--- src/rtl/gpio_pkg.sv ---
`timescale 1ns/1ps
// Package: shared register field codes and address layout for the GPIO port pair.
// Assumes each port occupies an aligned window of REG_SPAN addresses.
package gpio_pkg;
    localparam int REG_SPAN = 8;
    localparam int FIELD_W  = 3;

    typedef enum logic [FIELD_W-1:0] {
        F_LATCH = 3'd0,
        F_MASK  = 3'd1,
        F_MATCH = 3'd2,
        F_OE    = 3'd3,
        F_OD    = 3'd4,
        F_ANA   = 3'd5
    } field_e;
endpackage

--- src/rtl/gpio_sync.sv ---
`timescale 1ns/1ps
// Module: gpio_sync
// Multi-stage flop synchronizer for a vector of asynchronous pin levels.
// Assumes each bit is sampled independently (no multi-bit coherence needed).
module gpio_sync #(
    parameter int W      = 8,
    parameter int STAGES = 2
) (
    input  logic         clk,
    input  logic         rst_n,
    input  logic [W-1:0] d,
    output logic [W-1:0] q
);
    logic [W-1:0] stg [STAGES];

    // Shift the raw levels through the synchronizer chain.
    always_ff @(posedge clk) begin
        if (!rst_n) begin
            for (int s = 0; s < STAGES; s++) stg[s] <= '0;
        end else begin
            stg[0] <= d;
            for (int s = 1; s < STAGES; s++) stg[s] <= stg[s-1];
        end
    end

    assign q = stg[STAGES-1];
endmodule

--- src/rtl/gpio_pad_drv.sv ---
`timescale 1ns/1ps
// Module: gpio_pad_drv
// Per-pin driver control: push-pull or open-drain output, and pull-up gating.
// Assumes open-drain pins only ever pull low; a high level comes from outside.
module gpio_pad_drv #(
    parameter int W = 8
) (
    input  logic [W-1:0] latch,
    input  logic [W-1:0] oe_bits,
    input  logic [W-1:0] od_bits,
    input  logic [W-1:0] ana_bits,
    input  logic         pud,
    output logic [W-1:0] pad_out,
    output logic [W-1:0] pad_oe,
    output logic [W-1:0] pad_pu
);
    for (genvar i = 0; i < W; i++) begin : g_pin
        // Open-drain drives 0 only when the latch is 0; push-pull follows the latch.
        assign pad_out[i] = latch[i] & ~od_bits[i];
        assign pad_oe[i]  = oe_bits[i] & ~(od_bits[i] & latch[i]);
        // Weak pull-up unless globally disabled or pin is analog.
        assign pad_pu[i]  = ~pud & ~ana_bits[i];
    end
endmodule

--- src/rtl/gpio_lane.sv ---
`timescale 1ns/1ps
// Module: gpio_lane
// One port: latch, mask, compare, output-enable, mode and analog registers,
// an input synchronizer and the masked mismatch comparator.
// Assumes the parent has already decoded the write to this port.
module gpio_lane
    import gpio_pkg::*;
#(
    parameter int W           = 8,
    parameter int SYNC_STAGES = 2,
    localparam int IDX_W      = $clog2(W)
) (
    input  logic               clk,
    input  logic               rst_n,
    input  logic               wr_en,
    input  logic [FIELD_W-1:0] wr_field,
    input  logic               bit_en,
    input  logic [IDX_W-1:0]   bit_idx,
    input  logic [W-1:0]       wdata,
    input  logic [W-1:0]       pin_raw,
    output logic [W-1:0]       latch_q,
    output logic [W-1:0]       mask_q,
    output logic [W-1:0]       match_q,
    output logic [W-1:0]       oe_q,
    output logic [W-1:0]       od_q,
    output logic [W-1:0]       ana_q,
    output logic [W-1:0]       pins_s,
    output logic               mismatch
);
    // Merge a byte or single-bit write into an existing register value.
    function automatic logic [W-1:0] merge(input logic [W-1:0] old);
        logic [W-1:0] r;
        r = old;
        if (bit_en) r[bit_idx] = wdata[0];
        else        r = wdata;
        return r;
    endfunction

    gpio_sync #(.W(W), .STAGES(SYNC_STAGES)) u_sync (
        .clk  (clk),
        .rst_n(rst_n),
        .d    (pin_raw),
        .q    (pins_s)
    );

    // Register file update for the addressed field.
    always_ff @(posedge clk) begin
        if (!rst_n) begin
            latch_q <= '0;
            mask_q  <= '0;
            match_q <= '0;
            oe_q    <= '0;
            od_q    <= '0;
            ana_q   <= '0;
        end else if (wr_en) begin
            case (wr_field)
                F_LATCH: latch_q <= merge(latch_q);
                F_MASK:  mask_q  <= merge(mask_q);
                F_MATCH: match_q <= merge(match_q);
                F_OE:    oe_q    <= merge(oe_q);
                F_OD:    od_q    <= merge(od_q);
                F_ANA:   ana_q   <= merge(ana_q);
                default: ;
            endcase
        end
    end

    // Masked comparison: event when any enabled pin disagrees with compare value.
    always_comb mismatch = |((pins_s ^ match_q) & mask_q);
endmodule

--- src/rtl/gpio_mismatch_port.sv ---
`timescale 1ns/1ps
// Module: gpio_mismatch_port
// Top of the GPIO port pair: address decode, read mux, control register,
// per-port lanes and pad drivers, event OR and sticky rising-edge flag.
// Assumes single-cycle bus accesses; read data is combinational.
module gpio_mismatch_port
    import gpio_pkg::*;
#(
    parameter int NPORTS      = 2,
    parameter int W           = 8,
    parameter int SYNC_STAGES = 2,
    localparam int IDX_W      = $clog2(W),
    localparam int CTRL_A     = NPORTS * REG_SPAN,
    localparam int STAT_A     = CTRL_A + 1,
    localparam int ADDR_W     = $clog2(STAT_A + 1),
    localparam int PG_W       = ADDR_W - FIELD_W
) (
    input  logic                clk,
    input  logic                rst_n,
    input  logic                bus_sel,
    input  logic                bus_we,
    input  logic                bus_rmw,
    input  logic                bus_bit_en,
    input  logic [IDX_W-1:0]    bus_bit_idx,
    input  logic [ADDR_W-1:0]   bus_addr,
    input  logic [W-1:0]        bus_wdata,
    output logic [W-1:0]        bus_rdata,
    input  logic [NPORTS*W-1:0] pin_in,
    output logic [NPORTS*W-1:0] pad_out,
    output logic [NPORTS*W-1:0] pad_oe,
    output logic [NPORTS*W-1:0] pad_pu,
    output logic                route_en,
    output logic                evt,
    output logic                evt_flag
);
    logic [W-1:0]        latch_a [NPORTS];
    logic [W-1:0]        mask_a  [NPORTS];
    logic [W-1:0]        match_a [NPORTS];
    logic [W-1:0]        oe_a    [NPORTS];
    logic [W-1:0]        od_a    [NPORTS];
    logic [W-1:0]        ana_a   [NPORTS];
    logic [W-1:0]        pins_a  [NPORTS];
    logic [NPORTS-1:0]   mism;
    logic [NPORTS*W-1:0] latch_f, od_f, ana_f;

    logic                wr;
    logic [PG_W-1:0]     pg;
    logic [FIELD_W-1:0]  fld;
    logic                route_q, pud_q, evt_q, flag_q, clr;
    logic [W-1:0]        ctrl_new;
    logic [W-1:0]        word;

    assign wr  = bus_sel & bus_we;
    assign pg  = bus_addr[ADDR_W-1:FIELD_W];
    assign fld = bus_addr[FIELD_W-1:0];

    for (genvar p = 0; p < NPORTS; p++) begin : g_port
        logic lane_wr;
        assign lane_wr = wr && (pg == PG_W'(p));

        gpio_lane #(.W(W), .SYNC_STAGES(SYNC_STAGES)) u_lane (
            .clk     (clk),
            .rst_n   (rst_n),
            .wr_en   (lane_wr),
            .wr_field(fld),
            .bit_en  (bus_bit_en),
            .bit_idx (bus_bit_idx),
            .wdata   (bus_wdata),
            .pin_raw (pin_in[p*W +: W]),
            .latch_q (latch_a[p]),
            .mask_q  (mask_a[p]),
            .match_q (match_a[p]),
            .oe_q    (oe_a[p]),
            .od_q    (od_a[p]),
            .ana_q   (ana_a[p]),
            .pins_s  (pins_a[p]),
            .mismatch(mism[p])
        );

        gpio_pad_drv #(.W(W)) u_pad (
            .latch   (latch_a[p]),
            .oe_bits (oe_a[p]),
            .od_bits (od_a[p]),
            .ana_bits(ana_a[p]),
            .pud     (pud_q),
            .pad_out (pad_out[p*W +: W]),
            .pad_oe  (pad_oe[p*W +: W]),
            .pad_pu  (pad_pu[p*W +: W])
        );

        assign latch_f[p*W +: W] = latch_a[p];
        assign od_f[p*W +: W]    = od_a[p];
        assign ana_f[p*W +: W]   = ana_a[p];
    end

    // Control write value, merged for byte or single-bit access.
    always_comb begin
        ctrl_new = W'({pud_q, route_q});
        if (bus_bit_en) ctrl_new[bus_bit_idx] = bus_wdata[0];
        else            ctrl_new = bus_wdata;
    end

    // Status clear request: a 1 landing on status bit 0.
    always_comb clr = wr && (bus_addr == ADDR_W'(STAT_A)) &&
                      (bus_bit_en ? (bus_bit_idx == '0) && bus_wdata[0] : bus_wdata[0]);

    // Control register: routing enable (bit 0) and pull-up disable (bit 1).
    always_ff @(posedge clk) begin
        if (!rst_n) begin
            route_q <= 1'b0;
            pud_q   <= 1'b0;
        end else if (wr && (bus_addr == ADDR_W'(CTRL_A))) begin
            route_q <= ctrl_new[0];
            pud_q   <= ctrl_new[1];
        end
    end

    // Sticky flag: set on rising event, cleared by write-1; set wins.
    always_ff @(posedge clk) begin
        if (!rst_n) begin
            evt_q  <= 1'b0;
            flag_q <= 1'b0;
        end else begin
            evt_q  <= evt;
            flag_q <= (evt & ~evt_q) | (flag_q & ~clr);
        end
    end

    // Read mux: pins on plain reads of a port, latch on read-modify-write.
    always_comb begin
        word = '0;
        if (bus_addr == ADDR_W'(CTRL_A)) begin
            word = W'({pud_q, route_q});
        end else if (bus_addr == ADDR_W'(STAT_A)) begin
            word = W'(flag_q);
        end else begin
            for (int p = 0; p < NPORTS; p++) begin
                if (pg == PG_W'(p)) begin
                    case (fld)
                        F_LATCH: word = bus_rmw ? latch_a[p] : pins_a[p];
                        F_MASK:  word = mask_a[p];
                        F_MATCH: word = match_a[p];
                        F_OE:    word = oe_a[p];
                        F_OD:    word = od_a[p];
                        F_ANA:   word = ana_a[p];
                        default: word = '0;
                    endcase
                end
            end
        end
        bus_rdata = bus_bit_en ? W'(word[bus_bit_idx]) : word;
    end

    assign evt      = |mism;
    assign evt_flag = flag_q;
    assign route_en = route_q;
endmodule

--- config.mk ---
export PLATFORM = sky130hd
export DESIGN_NAME = gpio_mismatch_port
export DESIGN_NICKNAME = d
export VERILOG_FILES = /design/src/rtl/gpio_pkg.sv /design/src/rtl/gpio_sync.sv /design/src/rtl/gpio_pad_drv.sv /design/src/rtl/gpio_lane.sv /design/src/rtl/gpio_mismatch_port.sv
export SDC_FILE = /design/constraint.sdc
export NUM_CORES = 1
export LEC_CHECK = 0
export ABC_AREA = 1
export CORE_MARGIN = 3
export CORE_UTILIZATION = 60
export DETAILED_ROUTE_END_ITERATION = 7
export PLACE_DENSITY_LB_ADDON = 0.05
export SYNTH_ARGS = -nofsm -noshare
export SYNTH_HDL_FRONTEND = slang
export SYNTH_SLANG_ARGS = --single-unit
--- constraint.sdc ---
create_clock -name clk -period 4.1 [get_ports clk]
set_input_delay 0.82 -clock clk [delete_from_list [all_inputs] [get_ports clk]]
set_output_delay 0.82 -clock clk [all_outputs]
set_load 0.005 [all_outputs]
==> key figures <==
Run status
  – Status: completed

Routing
  – DR vias: 8094
  – Wire length per cell: 20.1 microns
  – Vias/cell: 6.14
  – DRT antenna net count: 0
  – # DRC: 0
  – Drt pass-1 iters: 5
  – WL final: 26.5 mm
  – DRT iter0 DRCs: 1191

STA
  – Worst Tran Pin Value: 1210 ps
  – Final TNS setup: 0 ps
  – Relative slew slack: 0.190
  – Clk_skew: 5.69 ps
  – Final worst slack: 146 ps
  – Final setup fails: 0
  – Final hold vios: 0
  – Min Tclk post-route: 3950 ps
  – RSZ-0062 raised after global routing: no
  – Final slew viol count: 0
  – Final worst path period share: 0.964
  – Max Fclk: 0.253 GHz
  – Worst hold slack: 411 ps

Min path
  – Hold/Removal Path Class: reg -> reg
  – Hold_sp: g_port[0].u_lane.u_sync.stg[0][7]$_SDFF_PN0_

Placement
  – Port bufs: 96
  – Placed cell areas: 8140 sq um
  – DP Cell Count: 1287
  – Gpl congestion: 1.04
  – Worst slack, placed: 4.37 ps
  – HPWL Detailed: 17.8 mm

Layout
  – Layout Nets: 1204
  – Layout cell share with drive strength beyond 1: 0.0992
  – Antenna diodes: 0
  – Final Instance Area: 8770 sq um
  – Fin cells: 1319
  – Post-Route Utilization: 0.788
  – Area delta synth->final: 25.5%

Clock tree
  – CTS Sinks: 132
  – Clock latency at the later pin of the worst-skew pair: 440 ps
  – CTS Root Cell: clkbuf_16
  – # H-tree levels: 4
  – TritonCTS Buffers: 17
  – CTS Buffer Depth: 2
  – Cts hold-fix bufs: 0
  – Worst-path clk slew: 60 ps
  – Post CTS Setup Buffer Count: 0
  – TritonCTS clock tree: built

Power and ir drop
  – P_leak: 3.76 nW
  – Worst VDD drop: 479 uV
  – Pwr Total: 3.23 mW
  – PwrDens: 369 nW/um^2

GRT
  – Total grt overflow: 0
  – Met1 Use GR: 0.534
  – Vias in the first global route: 7714
  – Global-route wire length before repair: 41.3 mm
  – Pin count of the biggest net entering global routing: 102
  – GR Layer Usage met2: 0.622
  – Initial antenna violation count: 0
  – All-Layer GR Usage: 0.410
  – GRT met3 Usage: 0.103
  – Gr busiest metal: met2

Logic synthesis
  – Ys flop type: dfxtp_1
  – Syn Nets: 1107
  – Seq cells post-synth: 132
  – Ys async rst share: 0
  – Synthesis Warnings: 0
  – Seq/Total Area, Yosys: 0.378
  – Post-synth EDFFs: 0
  – Post-Syn Area per Cell: 6.53 sq um
  – Syn Std Cell Area: 6980 sq um
  – Synth cell types: 39
  – Cells after synthesis: 1069

Critical path
  – Critical path class: in -> out
  – Critical path's most frequent cell: nand2_1
  – Slowest CP cell: clkdlybuf4s50_1
  – Crit path launch: bus_rmw
  – Worst reg2reg path startpoint: g_port[0].u_lane.match_q[4]$_SDFFE_PN0P_
  – CP top delay family: buffers and inverters
  – CP startpoint kind: input pin
  – CP Max Fanout: 15
  – Bufs and invs on worst path: 4
  – Crit end category: output port
  – CP peak stage delay: 530 ps
  – Critical Path, Cell by Cell: clkdlybuf4s50_1 > inv_1 > buf_12 > o21ai_0 > nand2_1 > nand2_1 > nor2_1 > nand2_1 > nand2_1 > nor2_1 > nor2_1 > nand3_1 > nand2_1 > nand2_1 > clkdlybuf4s50_1
  – Worst path arrival time: 3130 ps
  – Worst Path Required: 3280 ps

Die
  – Starting Density: 0.628
  – Row cnt: 38
  – DIE AREA: 13000 sq um
  – Die Y: 114 microns
  – I/O pins: 97
  – Die X: 114 microns
  – Core footprint: 11100 sq um

Flow run
  – Maxcap violations: 0
==> power by group <==
part           internal, mW  switching, mW  total (mW)  leakage (nW)
registers              1.30         0.0123        1.31          1.07
clock network         0.948          0.669        1.62         0.296
logic                 0.102          0.200       0.302          2.40
total                  2.35          0.882        3.23          3.76
==> worst min-delay path, cell delays in order (launching register included) <==
cell and delay, ps:
dfxtp_1 300, nand2_1 50, inv_1 40
==> cell usage in the layout (no fill, tap or decap), drive strengths merged, types with 4 or more instances in the layout <==
cell type / instances
o21ai: 115
inv: 128
o311a: 13
nand2: 211
dfxtp: 132
clkbuf: 19
a21oi: 68
buf: 40
nor2: 212
a31oi: 13
o22ai: 4
xor2: 4
nand4: 18
nand3: 53
a21boi: 6
nor3: 32
clkdlybuf4s50: 92
==> cells in the mapped netlist (14+ instances only) <==
cell	n	area [sq um]
nand2_1	204	766
nor2_1	196	736
dfxtp_1	132	2640
inv_1	106	398
o21ai_0	106	531
a21oi_1	68	340
nand3_1	51	255
nor3_1	30	150
clkbuf_1	23	86.3
nand4_1	18	113
buf_2	15	75.1
inv_2	14	52.6
==> cell families (layout without fill, tap and decap cells) <==
group	Yosys count	count (layout)	share of synthesized area
AND/OR/NAND/NOR	532	532	0.331
AO/OA/AOI/OAI	222	222	0.175
buffers and inverters	178	288	0.109
flip-flops	132	132	0.378
XOR/XNOR	5	5	0.00627
==> cell type report <==
class                           count  area (sq um)
Clock buffer                       19           453
Clock inverter                     13           159
Fill cell                         798          2360
Inverter                          121           462
Multi-Input combinational cell    759          3580
Sequential cell                   132          2640
Tap cell                          140           175
Timing Repair Buffer              135          1290
==> registers in the layout, summed over array words and instances, names as in the netlist <==
name	count
g_port.u_lane.u_sync.stg	32
g_port.u_lane.ana_q	16
g_port.u_lane.oe_q	16
pud_q	1
g_port.u_lane.mask_q	16
evt_flag	1
g_port.u_lane.od_q	16
route_en	1
g_port.u_lane.match_q	16
g_port.u_lane.latch_q	16
evt_q	1
==> routing by layer <==
metal | up-vias | part of all wire
met2 | 624 | 0.43
met5 | - | 0
met3 | 121 | 0.13
met4 | 0 | 0.057
li1 | 3660 | -
met1 | 3689 | 0.39
==> repair_timing <==
action / CTS / global route
resized for setup: 4 / 3
pin swaps: 1 / 0
endpoints found under the setup margin: 1 / 1
==> final timing paths <==
kind | to | slack, ps | cells past startpoint
max reg2reg | evt_flag$_SDFF_PN0_ | 2400 | 7
min reg2reg | g_port[0].u_lane.u_sync.stg[0][15]$_SDFF_PN0_ | 410 | 2
min | g_port[0].u_lane.u_sync.stg[0][15]$_SDFF_PN0_ | 410 | 2
max | bus_rdata[0] | 150 | 15
Power figures use the tool's default switching activity.
